<file path="config.mk">
export PLATFORM = sky130hd
export DESIGN_NAME = dwell_ptr_sched
export DESIGN_NICKNAME = d
export VERILOG_FILES = /design/src/rtl/dps_pkg.sv /design/src/rtl/dps_fanout.sv /design/src/rtl/dps_dwell_queue.sv /design/src/rtl/dps_drain_seq.sv /design/src/rtl/dwell_ptr_sched.sv
export SDC_FILE = /design/constraint.sdc
export NUM_CORES = 2
export LEC_CHECK = 0
export BUFFER_PORTS_ARGS = -buffer_cell sky130_fd_sc_hd__buf_4
export CORE_MARGIN = 8
export CORE_UTILIZATION = 60
export CTS_BUF_LIST = sky130_fd_sc_hd__clkbuf_8 sky130_fd_sc_hd__clkbuf_16
export DETAILED_ROUTE_END_ITERATION = 8
export PLACE_DENSITY = 0.76
export SETUP_SLACK_MARGIN = 0.3
export SLEW_MARGIN = 0
export SYNTH_ARGS = -nofsm -noshare
export SYNTH_HDL_FRONTEND = slang
export SYNTH_SLANG_ARGS = --single-unit
</file>
<file path="constraint.sdc">
create_clock -name clk -period 10.36 [get_ports clk]
set_clock_uncertainty 0.15 [all_clocks]
set_input_delay 2.072 -clock clk [delete_from_list [all_inputs] [get_ports clk]]
set_output_delay 2.072 -clock clk [all_outputs]
set_load 0.005 [all_outputs]
</file>
<file path="src/rtl/dps_pkg.sv">
// Shared definitions for the dwell pointer scheduler.
// Assumes priorities are 2-bit values where a larger value is more important.
package dps_pkg;
    localparam int PRIO_W = 2;
    typedef logic [PRIO_W-1:0] prio_t;
endpackage

</file>
<file path="src/rtl/dps_fanout.sv">
// Dwell write decoder: converts a dwell number plus multicast flag into
// a per-dwell write request vector. Assumes in_dwell < NUM_DWELL for unicast.
module dps_fanout #(
    parameter int NUM_DWELL = 8,
    parameter int DSEL_W    = 3
) (
    input  logic                 in_valid,
    input  logic [DSEL_W-1:0]    in_dwell,
    input  logic                 in_mcast,
    output logic [NUM_DWELL-1:0] wr_req
);
    for (genvar d = 0; d < NUM_DWELL; d++) begin : g_req
        // One request line per dwell: a multicast arrival targets every dwell.
        assign wr_req[d] = in_valid && (in_mcast || (in_dwell == DSEL_W'(d)));
    end
endmodule

</file>
<file path="src/rtl/dps_dwell_queue.sv">
// One dwell's double-banked pointer queue with occupancy-based admission.
// The bank selection (wr_bank) is shared by all dwells and driven by the top.
// Assumes DEPTH >= 2 and that wr_req is never raised in a swap cycle.
module dps_dwell_queue
    import dps_pkg::*;
#(
    parameter int PTR_W = 12,
    parameter int DEPTH = 16,
    parameter int CNT_W = $clog2(DEPTH + 1),
    parameter int OCC_W = $clog2(2 * DEPTH + 1)
) (
    input  logic             clk,
    input  logic             rst_n,
    input  logic             swap,
    input  logic             wr_bank,
    input  logic             wr_req,
    input  logic [PTR_W-1:0] wr_ptr,
    input  prio_t            wr_prio,
    input  logic [OCC_W-1:0] cfg_thresh,
    input  prio_t            cfg_min_prio,
    input  logic             rd_pop,
    output logic             wr_rej,
    output logic             rd_empty,
    output logic [PTR_W-1:0] rd_data,
    output logic             cong
);
    localparam int AW = $clog2(DEPTH);

    logic [PTR_W-1:0] mem [2][DEPTH];
    logic [CNT_W-1:0] wcnt;
    logic [CNT_W-1:0] rcnt;
    logic [CNT_W-1:0] rptr;
    logic [OCC_W-1:0] occ;
    logic             wfull;
    logic             wr_acc;

    // Occupancy spans both banks: unread draining entries plus collected ones.
    always_comb begin
        occ      = OCC_W'(wcnt) + OCC_W'(rcnt - rptr);
        wfull    = (wcnt == CNT_W'(DEPTH));
        cong     = (occ >= cfg_thresh);
        wr_rej   = wr_req && (wfull || (cong && (wr_prio < cfg_min_prio)));
        wr_acc   = wr_req && !wr_rej && !swap;
        rd_empty = (rptr == rcnt);
        rd_data  = mem[~wr_bank][rptr[AW-1:0]];
    end

    // Counter upkeep: swap hands the collected count to the drain side.
    always_ff @(posedge clk) begin
        if (!rst_n) begin
            wcnt <= '0;
            rcnt <= '0;
            rptr <= '0;
        end else if (swap) begin
            rcnt <= wcnt;
            rptr <= '0;
            wcnt <= '0;
        end else begin
            if (wr_acc) begin
                wcnt <= wcnt + CNT_W'(1);
            end
            if (rd_pop && !rd_empty) begin
                rptr <= rptr + CNT_W'(1);
            end
        end
    end

    // Pointer storage write into the collecting bank.
    always_ff @(posedge clk) begin
        if (wr_acc) begin
            mem[wr_bank][wcnt[AW-1:0]] <= wr_ptr;
        end
    end
endmodule

</file>
<file path="src/rtl/dps_drain_seq.sv">
// Drain sequencer: walks dwells in ascending order after each swap,
// stepping past a dwell once its draining bank is empty, then flags end of frame.
// Assumes NUM_DWELL >= 2.
module dps_drain_seq #(
    parameter int NUM_DWELL = 8,
    parameter int DSEL_W    = 3
) (
    input  logic              clk,
    input  logic              rst_n,
    input  logic              swap,
    input  logic              cur_empty,
    output logic              active,
    output logic [DSEL_W-1:0] dsel,
    output logic              eof
);
    localparam logic [DSEL_W-1:0] LAST = DSEL_W'(NUM_DWELL - 1);

    // End of frame: last dwell empty while draining and no swap pending.
    assign eof = active && cur_empty && (dsel == LAST) && !swap;

    // Dwell pointer advance and drain activity tracking.
    always_ff @(posedge clk) begin
        if (!rst_n) begin
            active <= 1'b0;
            dsel   <= '0;
        end else if (swap) begin
            active <= 1'b1;
            dsel   <= '0;
        end else if (active && cur_empty) begin
            if (dsel == LAST) begin
                active <= 1'b0;
            end else begin
                dsel <= dsel + DSEL_W'(1);
            end
        end
    end
endmodule

</file>
<file path="src/rtl/dwell_ptr_sched.sv">
// Top: per-dwell double-banked pointer queues feeding a sequential drain.
// Arrivals are decoded to dwell queues, admitted against congestion and
// fullness rules, and read back dwell by dwell after each frame swap.
// Assumes in_valid is low whenever frame_swap is high.
module dwell_ptr_sched
    import dps_pkg::*;
#(
    parameter int PTR_W       = 12,
    parameter int DEPTH       = 16,
    parameter int NUM_DWELL   = 8,
    localparam int DSEL_W     = $clog2(NUM_DWELL),
    localparam int CNT_W      = $clog2(DEPTH + 1),
    localparam int OCC_W      = $clog2(2 * DEPTH + 1)
) (
    input  logic                 clk,
    input  logic                 rst_n,
    input  logic                 frame_swap,
    input  logic                 in_valid,
    input  logic [PTR_W-1:0]     in_ptr,
    input  logic [DSEL_W-1:0]    in_dwell,
    input  logic                 in_mcast,
    input  logic [1:0]           in_prio,
    input  logic [OCC_W-1:0]     cfg_thresh,
    input  logic [1:0]           cfg_min_prio,
    output logic                 in_drop,
    output logic [NUM_DWELL-1:0] cong,
    output logic                 out_valid,
    input  logic                 out_ready,
    output logic [PTR_W-1:0]     out_ptr,
    output logic [DSEL_W-1:0]    out_dwell,
    output logic                 out_eof
);
    logic [NUM_DWELL-1:0] wr_req;
    logic [NUM_DWELL-1:0] rej_v;
    logic [NUM_DWELL-1:0] empty_v;
    logic [NUM_DWELL-1:0] pop_v;
    logic [PTR_W-1:0]     rd_data_a [NUM_DWELL];
    logic                 wr_bank;
    logic                 active;
    logic [DSEL_W-1:0]    dsel;
    logic                 cur_empty;

    dps_fanout #(
        .NUM_DWELL (NUM_DWELL),
        .DSEL_W    (DSEL_W)
    ) u_fanout (
        .in_valid (in_valid),
        .in_dwell (in_dwell),
        .in_mcast (in_mcast),
        .wr_req   (wr_req)
    );

    for (genvar d = 0; d < NUM_DWELL; d++) begin : g_dwell
        // Pop only the dwell currently selected by the sequencer.
        assign pop_v[d] = out_valid && out_ready && (dsel == DSEL_W'(d));

        dps_dwell_queue #(
            .PTR_W (PTR_W),
            .DEPTH (DEPTH),
            .CNT_W (CNT_W),
            .OCC_W (OCC_W)
        ) u_q (
            .clk          (clk),
            .rst_n        (rst_n),
            .swap         (frame_swap),
            .wr_bank      (wr_bank),
            .wr_req       (wr_req[d]),
            .wr_ptr       (in_ptr),
            .wr_prio      (prio_t'(in_prio)),
            .cfg_thresh   (cfg_thresh),
            .cfg_min_prio (prio_t'(cfg_min_prio)),
            .rd_pop       (pop_v[d]),
            .wr_rej       (rej_v[d]),
            .rd_empty     (empty_v[d]),
            .rd_data      (rd_data_a[d]),
            .cong         (cong[d])
        );
    end

    dps_drain_seq #(
        .NUM_DWELL (NUM_DWELL),
        .DSEL_W    (DSEL_W)
    ) u_seq (
        .clk       (clk),
        .rst_n     (rst_n),
        .swap      (frame_swap),
        .cur_empty (cur_empty),
        .active    (active),
        .dsel      (dsel),
        .eof       (out_eof)
    );

    // Output selection from the dwell being drained.
    always_comb begin
        cur_empty = empty_v[dsel];
        out_valid = active && !cur_empty && !frame_swap;
        out_ptr   = rd_data_a[dsel];
        out_dwell = dsel;
    end

    // Global bank toggle at each frame boundary.
    always_ff @(posedge clk) begin
        if (!rst_n) begin
            wr_bank <= 1'b0;
        end else if (frame_swap) begin
            wr_bank <= ~wr_bank;
        end
    end

    // Registered refusal pulse for the previous cycle's arrival.
    always_ff @(posedge clk) begin
        if (!rst_n) begin
            in_drop <= 1'b0;
        end else begin
            in_drop <= |rej_v;
        end
    end
endmodule

</file>
**After elaboration in Yosys (flattened, before gate mapping)**

Memory sizes are Yosys's and may differ from the RTL's.
Index checks and enable logic that the tools add are counted.

- Logic and storage cells: 330
- Bits of input ports: 31
- Bits in writable memories: 3,072
- Memories kept: 8
- Output and inout port bits: 26
- Register bits after elaboration: 126

- Muxes and demuxes: 64
- $add $sub $neg: 33
- Order comparisons: 35
- Equal/unequal tests: 30
- Bitwise operators: 20
- Reductions and logical operators: 112

Memory list:

| memory | depth | bits a word | read ports | clocked after memory_dff | wr ports | RTL line | text |
|---|---|---|---|---|---|---|---|
| g_dwell[0].u_q.mem | 2 | 192 | 1 | 0 | 1 | dps_dwell_queue.sv:29 | `logic [PTR_W-1:0] mem [2][DEPTH];` |
| g_dwell[1].u_q.mem | 2 | 192 | 1 | 0 | 1 | dps_dwell_queue.sv:29 |  |
| g_dwell[2].u_q.mem | 2 | 192 | 1 | 0 | 1 | dps_dwell_queue.sv:29 |  |
| g_dwell[3].u_q.mem | 2 | 192 | 1 | 0 | 1 | dps_dwell_queue.sv:29 |  |
| g_dwell[4].u_q.mem | 2 | 192 | 1 | 0 | 1 | dps_dwell_queue.sv:29 |  |
| g_dwell[5].u_q.mem | 2 | 192 | 1 | 0 | 1 | dps_dwell_queue.sv:29 |  |
| 2 more memories | n/a | n/a | n/a | n/a | n/a | n/a |  |

Operator list:

| kind | count |
|---|---|
| 192-bit two-way mux | 8 |
| 12-bit binary-select mux with 4-bit select | 8 |
| 12-bit demux with 4-bit select | 8 |
| 12-bit two-way mux | 26 |
| 5-bit by 1-bit adder with 5-bit output, second input constant | 16 |
| 5-bit >= comparator, second input constant | 16 |
| 4-bit inverter with 5-bit output | 16 |
| 1-bit logical AND | 70 |
| 5-bit by 6-bit adder with 6-bit output | 8 |
| 6-bit >= comparator | 8 |
| 5-bit by 5-bit subtractor with 6-bit output | 8 |
| 5-bit == test | 8 |
| 5-bit == test, second input constant | 8 |
| 5-bit by 1-bit < comparator with 1-bit output, second input constant | 8 |
| 12-bit binary-select mux with 3-bit select | 1 |
| 3-bit == test, second input constant | 8 |
| 1-bit zero test | 18 |
| 1-bit logical OR | 16 |
| 3-bit by 2-bit == test with 1-bit output, second input constant | 4 |
| 1-bit two-way mux | 12 |
| 8-bit OR reduction | 1 |
| 3-bit by 1-bit == test with 1-bit output, second input constant | 2 |
| 3-bit zero test | 2 |
| 4-bit >= comparator, second input constant | 1 |
| 9 further kinds | 13 |

**Depth between registers and ports, before layout**

- Depth after elaboration: 11
- Gate-level depth with buffers: 19
- Mapped depth without buffers: 18

**Cells and area by module**

From an unflattened synthesis, not the netlist that was laid out.

- Cells, all modules: 6,047
- Area, all modules: 129,117.6 µm²

Modules (own cells, without submodules):

| module | area each (µm²) | instances | seq. area each (µm²) | cells an instance |
|---|---|---|---|---|
| dps_dwell_queue at g_dwell[1].u_q ... | 15,984.1 | 5 | 11,831.3 | 742 |
| dps_dwell_queue at g_dwell[0].u_q | 15,982.8 | 1 | 11,831.3 | 742 |
| dps_dwell_queue at g_dwell[7].u_q | 15,971.6 | 1 | 11,831.3 | 739 |
| dps_dwell_queue at g_dwell[6].u_q | 15,967.8 | 1 | 11,831.3 | 743 |
| dwell_ptr_sched | 987.2 | 1 | 40.0 | 79 |
| dps_drain_seq | 212.7 | 1 | 80.1 | 20 |
| dps_fanout | 75.1 | 1 | 0.0 | 14 |

**Worst setup path after synthesis**

Ideal clock, no wire load.

- Path kind: in2out
- Start point: in cfg_thresh[2]
- End point: out cong[7]
- Slack: 4.918 ns
- Arrival time: 3.220 ns
- Data required time: 8.138 ns
- Cell stages on the path: 7
- Buffers on the path: 1
- Cell sequence: inv_1 -> ha_1 -> a21o_1 -> a31oi_1 -> o21ai_0 -> a21o_1 -> buf_4

- Cells in the longest elaborated chain, start to end: 1

RTL lines:

| item | RTL line | text |
|---|---|---|
| start, declared | dwell_ptr_sched.sv:23 | `input logic [OCC_W-1:0] cfg_thresh,` |
| 6-bit >= comparator | dps_dwell_queue.sv:41 | `cong = (occ >= cfg_thresh);` |
| end, declared | dwell_ptr_sched.sv:26 | `output logic [NUM_DWELL-1:0] cong,` |

Every way passes these cells.

**Final worst setup path**

- Start point: reg wr_bank
- End point: out out_ptr[8]

- Cells in the longest elaborated chain, start to end: 8
- Elaborated cells on any way between the ends: 36
- Classes of those cells: mux: 27; bitwise: 1; memory: 8

RTL lines:

| item | RTL line | text |
|---|---|---|
| start, declared | dwell_ptr_sched.sv:38 | `logic wr_bank;` |
| start signal, assigned | dwell_ptr_sched.sv:106 | `wr_bank <= ~wr_bank;` |
| 1-bit inverter * | dps_dwell_queue.sv:45 | `rd_data = mem[~wr_bank][rptr[AW-1:0]];` |
| memory read 2 x 192 bit | n/a |  |
| 12-bit binary-select mux with 4-bit select | dps_dwell_queue.sv:45 |  |
| 12-bit two-way mux (not written as such) (2 in series) | dps_dwell_queue.sv:45 |  |
| 12-bit binary-select mux with 3-bit select * | dwell_ptr_sched.sv:97 | `out_ptr = rd_data_a[dsel];` |
| 12-bit two-way mux (not written as such) * (2 in series) | dwell_ptr_sched.sv:97 |  |
| end, declared | dwell_ptr_sched.sv:29 | `output logic [PTR_W-1:0] out_ptr,` |

Every way passes the cells marked *; elsewhere a longest branch is shown, timed or not. The select of a mux whose other input is x is not followed.

==> flow_metrics.env <==
export IMPL_drt_iter0_markers=8831
export IMPL_wl_um=317000
export IMPL_synth_top_area_share_pct=71.6
export IMPL_worstPathRequired_ns=8.14
export IMPL_start_util_pct=60.2
export IMPL_critPathMaxStageDelay_ns=0.98
export IMPL_final_cells=10000
export IMPL_root_buffer="clkbuf_16"
export IMPL_grt_max_degree=170
export IMPL_gp_congestion=0.901
export IMPL_layout_nets=7172
export IMPL_yosysWarnings=0
export IMPL_failed_checks="capacitance limit, slew limit"
export IMPL_placementRows=170
export IMPL_place_hpwl_um=189000
export IMPL_worstPathArrival_ns=5.71
export IMPL_synthesis_area_um2=129000
export IMPL_yosysUniqueCellTypes=74
export IMPL_period_share_pct=76.6
export IMPL_endpoint_kind="output pin"
export IMPL_antenna_found_initial=17
export IMPL_cts_buffer_depth=4
export IMPL_cts_resized=0
export IMPL_dr_pass1_iters=6
export IMPL_peakVddDrop_uv=202
export IMPL_powerDensity_nw_per_um2=186
export IMPL_cts_num_sinks=3198
export IMPL_drc=0
export IMPL_timing_max_cap_violations=1
export IMPL_dp_cells=9435
export IMPL_clk_latency_ns=0.97
export IMPL_hp_class="register to register"
export IMPL_critPathMaxFanout=70
export IMPL_grt_ovfl_total=0
export IMPL_hold_buffers=0
export IMPL_yosysTopAreaCell="edfxtp_1"
export IMPL_grt_pass1_vias=66900
export IMPL_syn_to_final_growth_pct=10.5
export IMPL_grt_pass1_wl_um=462000
export IMPL_synth_edf_count=3072
export IMPL_rsz0062_at_grt="false"
export IMPL_die_area_um2=230000
export IMPL_core_area_um2=214000
export IMPL_grt_usage_pct=27.3
export IMPL_vias_per_cell=6.72
export IMPL_yosysMostFrequentCell="edfxtp_1"
export IMPL_synth_avg_cell_area_um2=19.3
export IMPL_cts_tree="yes"
export IMPL_criticalPathCategory="register to output pin"
export IMPL_fmax_mhz=126
export IMPL_hold_viol=0
export IMPL_nFillCells=13500
export IMPL_port_buffers=56
export IMPL_synth_flop_cell="edfxtp_1"
export IMPL_postSynthCellCount=6674
export IMPL_clkTransAtPathRegs_ns=0.06
export IMPL_postCtsSetupBuffers=0
export IMPL_cts_htree_levels=5
export IMPL_cts_buffers=326
export IMPL_fin_crit_ns=7.94
export IMPL_num_vias=67200
export IMPL_start_kind="register"
export IMPL_tns_ns=0
export IMPL_regArea_um2=94800
export IMPL_post_drt_wl_per_cell_um=31.7
export IMPL_multi_input_area_um2=31100
export IMPL_cpMostUsedCell="a221oi_1"
export IMPL_ios=57
export IMPL_setup_viol=0
export IMPL_dieHeight_um=479
export IMPL_postRouteAntennaNets=0
export IMPL_async_reset_ff_share_pct=0
export IMPL_crit_chain="buf_12 -> mux4_2 -> a22o_1 -> a221oi_1 -> o22ai_1 -> o32ai_1 -> a221oi_1 -> buf_4"
export IMPL_tightest_slew_ns=1.58
export IMPL_relSlewSlack_pct=-5.33
export IMPL_slowest_stage="o32ai_1"
export IMPL_drive_gt1_share_pct=19.7
export IMPL_synthTopCellsByCount="3072 x edfxtp_1, 662 x mux4_2, 461 x nor2_1"
export IMPL_fp_dieW_um=479
export IMPL_yosys_top_cells_area="edfxtp_1 72%, mux4_2 12%, mux2i_1 2.3%"
export IMPL_ys_seq_elements=3198
export IMPL_ys_seq_area_share_pct=73.6
export IMPL_slew_violations=57
export IMPL_status="finished, violations left"
export IMPL_p_leak_uw=0.0452
export IMPL_synth_net_count=6920
-- area by class of cell --
cell class / instances / area share, %
Timing Repair Buffer: 263 / 1.52
Clock inverter: 218 / 1.07
Inverter: 221 / 0.582
Sequential cell: 3198 / 66.6
Multi-Input combinational cell: 2916 / 21.8
Antenna cell: 9 / 0.0158
Clock buffer: 340 / 5.90
Tap cell: 2838 / 2.49
-- final timing paths --
check	cells after the start	slack, ns	start	end
worst max-delay path	8	2.42	wr_bank$_SDFFE_PN0P_	out_ptr[8]
worst min-delay path	2	0.38	g_dwell[6].u_q.rcnt[2]$_SDFFE_PN0P_	g_dwell[6].u_q.rcnt[2]$_SDFFE_PN0P_
worst max register to register	15	3.62	g_dwell[4].u_q.rptr[0]$_SDFFE_PP0P_	g_dwell[4].u_q.mem[1][4]$_DFFE_PP_
worst min register to register	2	0.38	g_dwell[6].u_q.rcnt[2]$_SDFFE_PN0P_	g_dwell[6].u_q.rcnt[2]$_SDFFE_PN0P_
-- report_power, final --
group	internal, µW	leakage, µW	total, µW	switching (µW)
Sequential	14200	0.0286	14200	22.8
Clock	6340	0.00515	11000	4700
Combinational	453	0.0114	1230	777
-- metrics by stage --
step / power (µW) / hold WS (ns) / cell area, µm² / utilization, % / setup WS [ns]
5_1_grt: 27100 / 0.409 / 142000 / 66.5 / 2.23
4_1_cts: 26600 / 0.382 / 142000 / 66.5 / 2.29
6_report: 26500 / 0.382 / 142000 / 66.6 / 2.42
2_1_floorplan: 15200 / 0.319 / 129000 / - / 4.92
3_3_place_gp: 15700 / 0.338 / 132000 / 61.9 / 3.37
3_5_place_dp: 15700 / 0.368 / 132000 / 61.9 / 3.25
-- routing by layer --
layer  global-route usage (%)  vias to the layer above  share of wire [%]
met3                     5.68                      748                 11
li1                         -                    27600                  -
met5                        0                        -              0.018
met2                     43.1                     4241                 48
met1                     37.8                    34700                 37
met4                     11.1                        8                4.6
-- cells in the final DEF, fill, tap and decap left out, types with 33 or more instances in the layout --
cell,n
a211oi_1,41
a21o_1,33
a21oi_1,131
a221oi_1,34
a22o_1,54
a22oi_1,130
buf_4,241
clkbuf_16,330
clkinv_1,71
clkinv_2,48
dfxtp_1,115
edfxtp_1,3072
fa_1,40
ha_1,175
inv_1,278
mux2i_1,295
mux4_2,662
nand2_1,160
nand3_1,74
nor2_1,459
nor3_1,35
o21ai_0,52
o221ai_1,40
o22ai_1,79
or3_1,43
xnor2_1,91
-- state kept, by name, indices dropped and copies added, names as in the netlist --
signal and count:
g_dwell.u_q.mem 3072, g_dwell.u_q.rcnt 40, u_seq.dsel 3, g_dwell.u_q.rptr 40
g_dwell.u_q.wcnt 40, in_drop 1, u_seq.active 1, wr_bank 1
-- logic make-up (layout without fill, tap and decap cells) --
group | count (synthesis) | after routing | share of synthesized area, %
DFF | 3198 | 3198 | 73.6
muxes | 966 | 966 | 13.9
and+or+nand+nor | 902 | 902 | 3.12
AOI/OAI and AO/OA | 730 | 730 | 4.03
buffers and inverters | 560 | 1042 | 2.33
adders and majority gates | 215 | 215 | 2.32
xor gates and xnor gates | 103 | 103 | 0.700
other | 0 | 9 | 0
-- critical path: cells and delay by family, from the launching register on --
kind | cells | cell delay, ns
multiplexers | 1 | 0.57
AO/OA/AOI/OAI | 5 | 2.36
flip-flops | 1 | 0.93
buffers and inverters | 2 | 0.72
No activity file was read; power rests on OpenSTA's default activity.
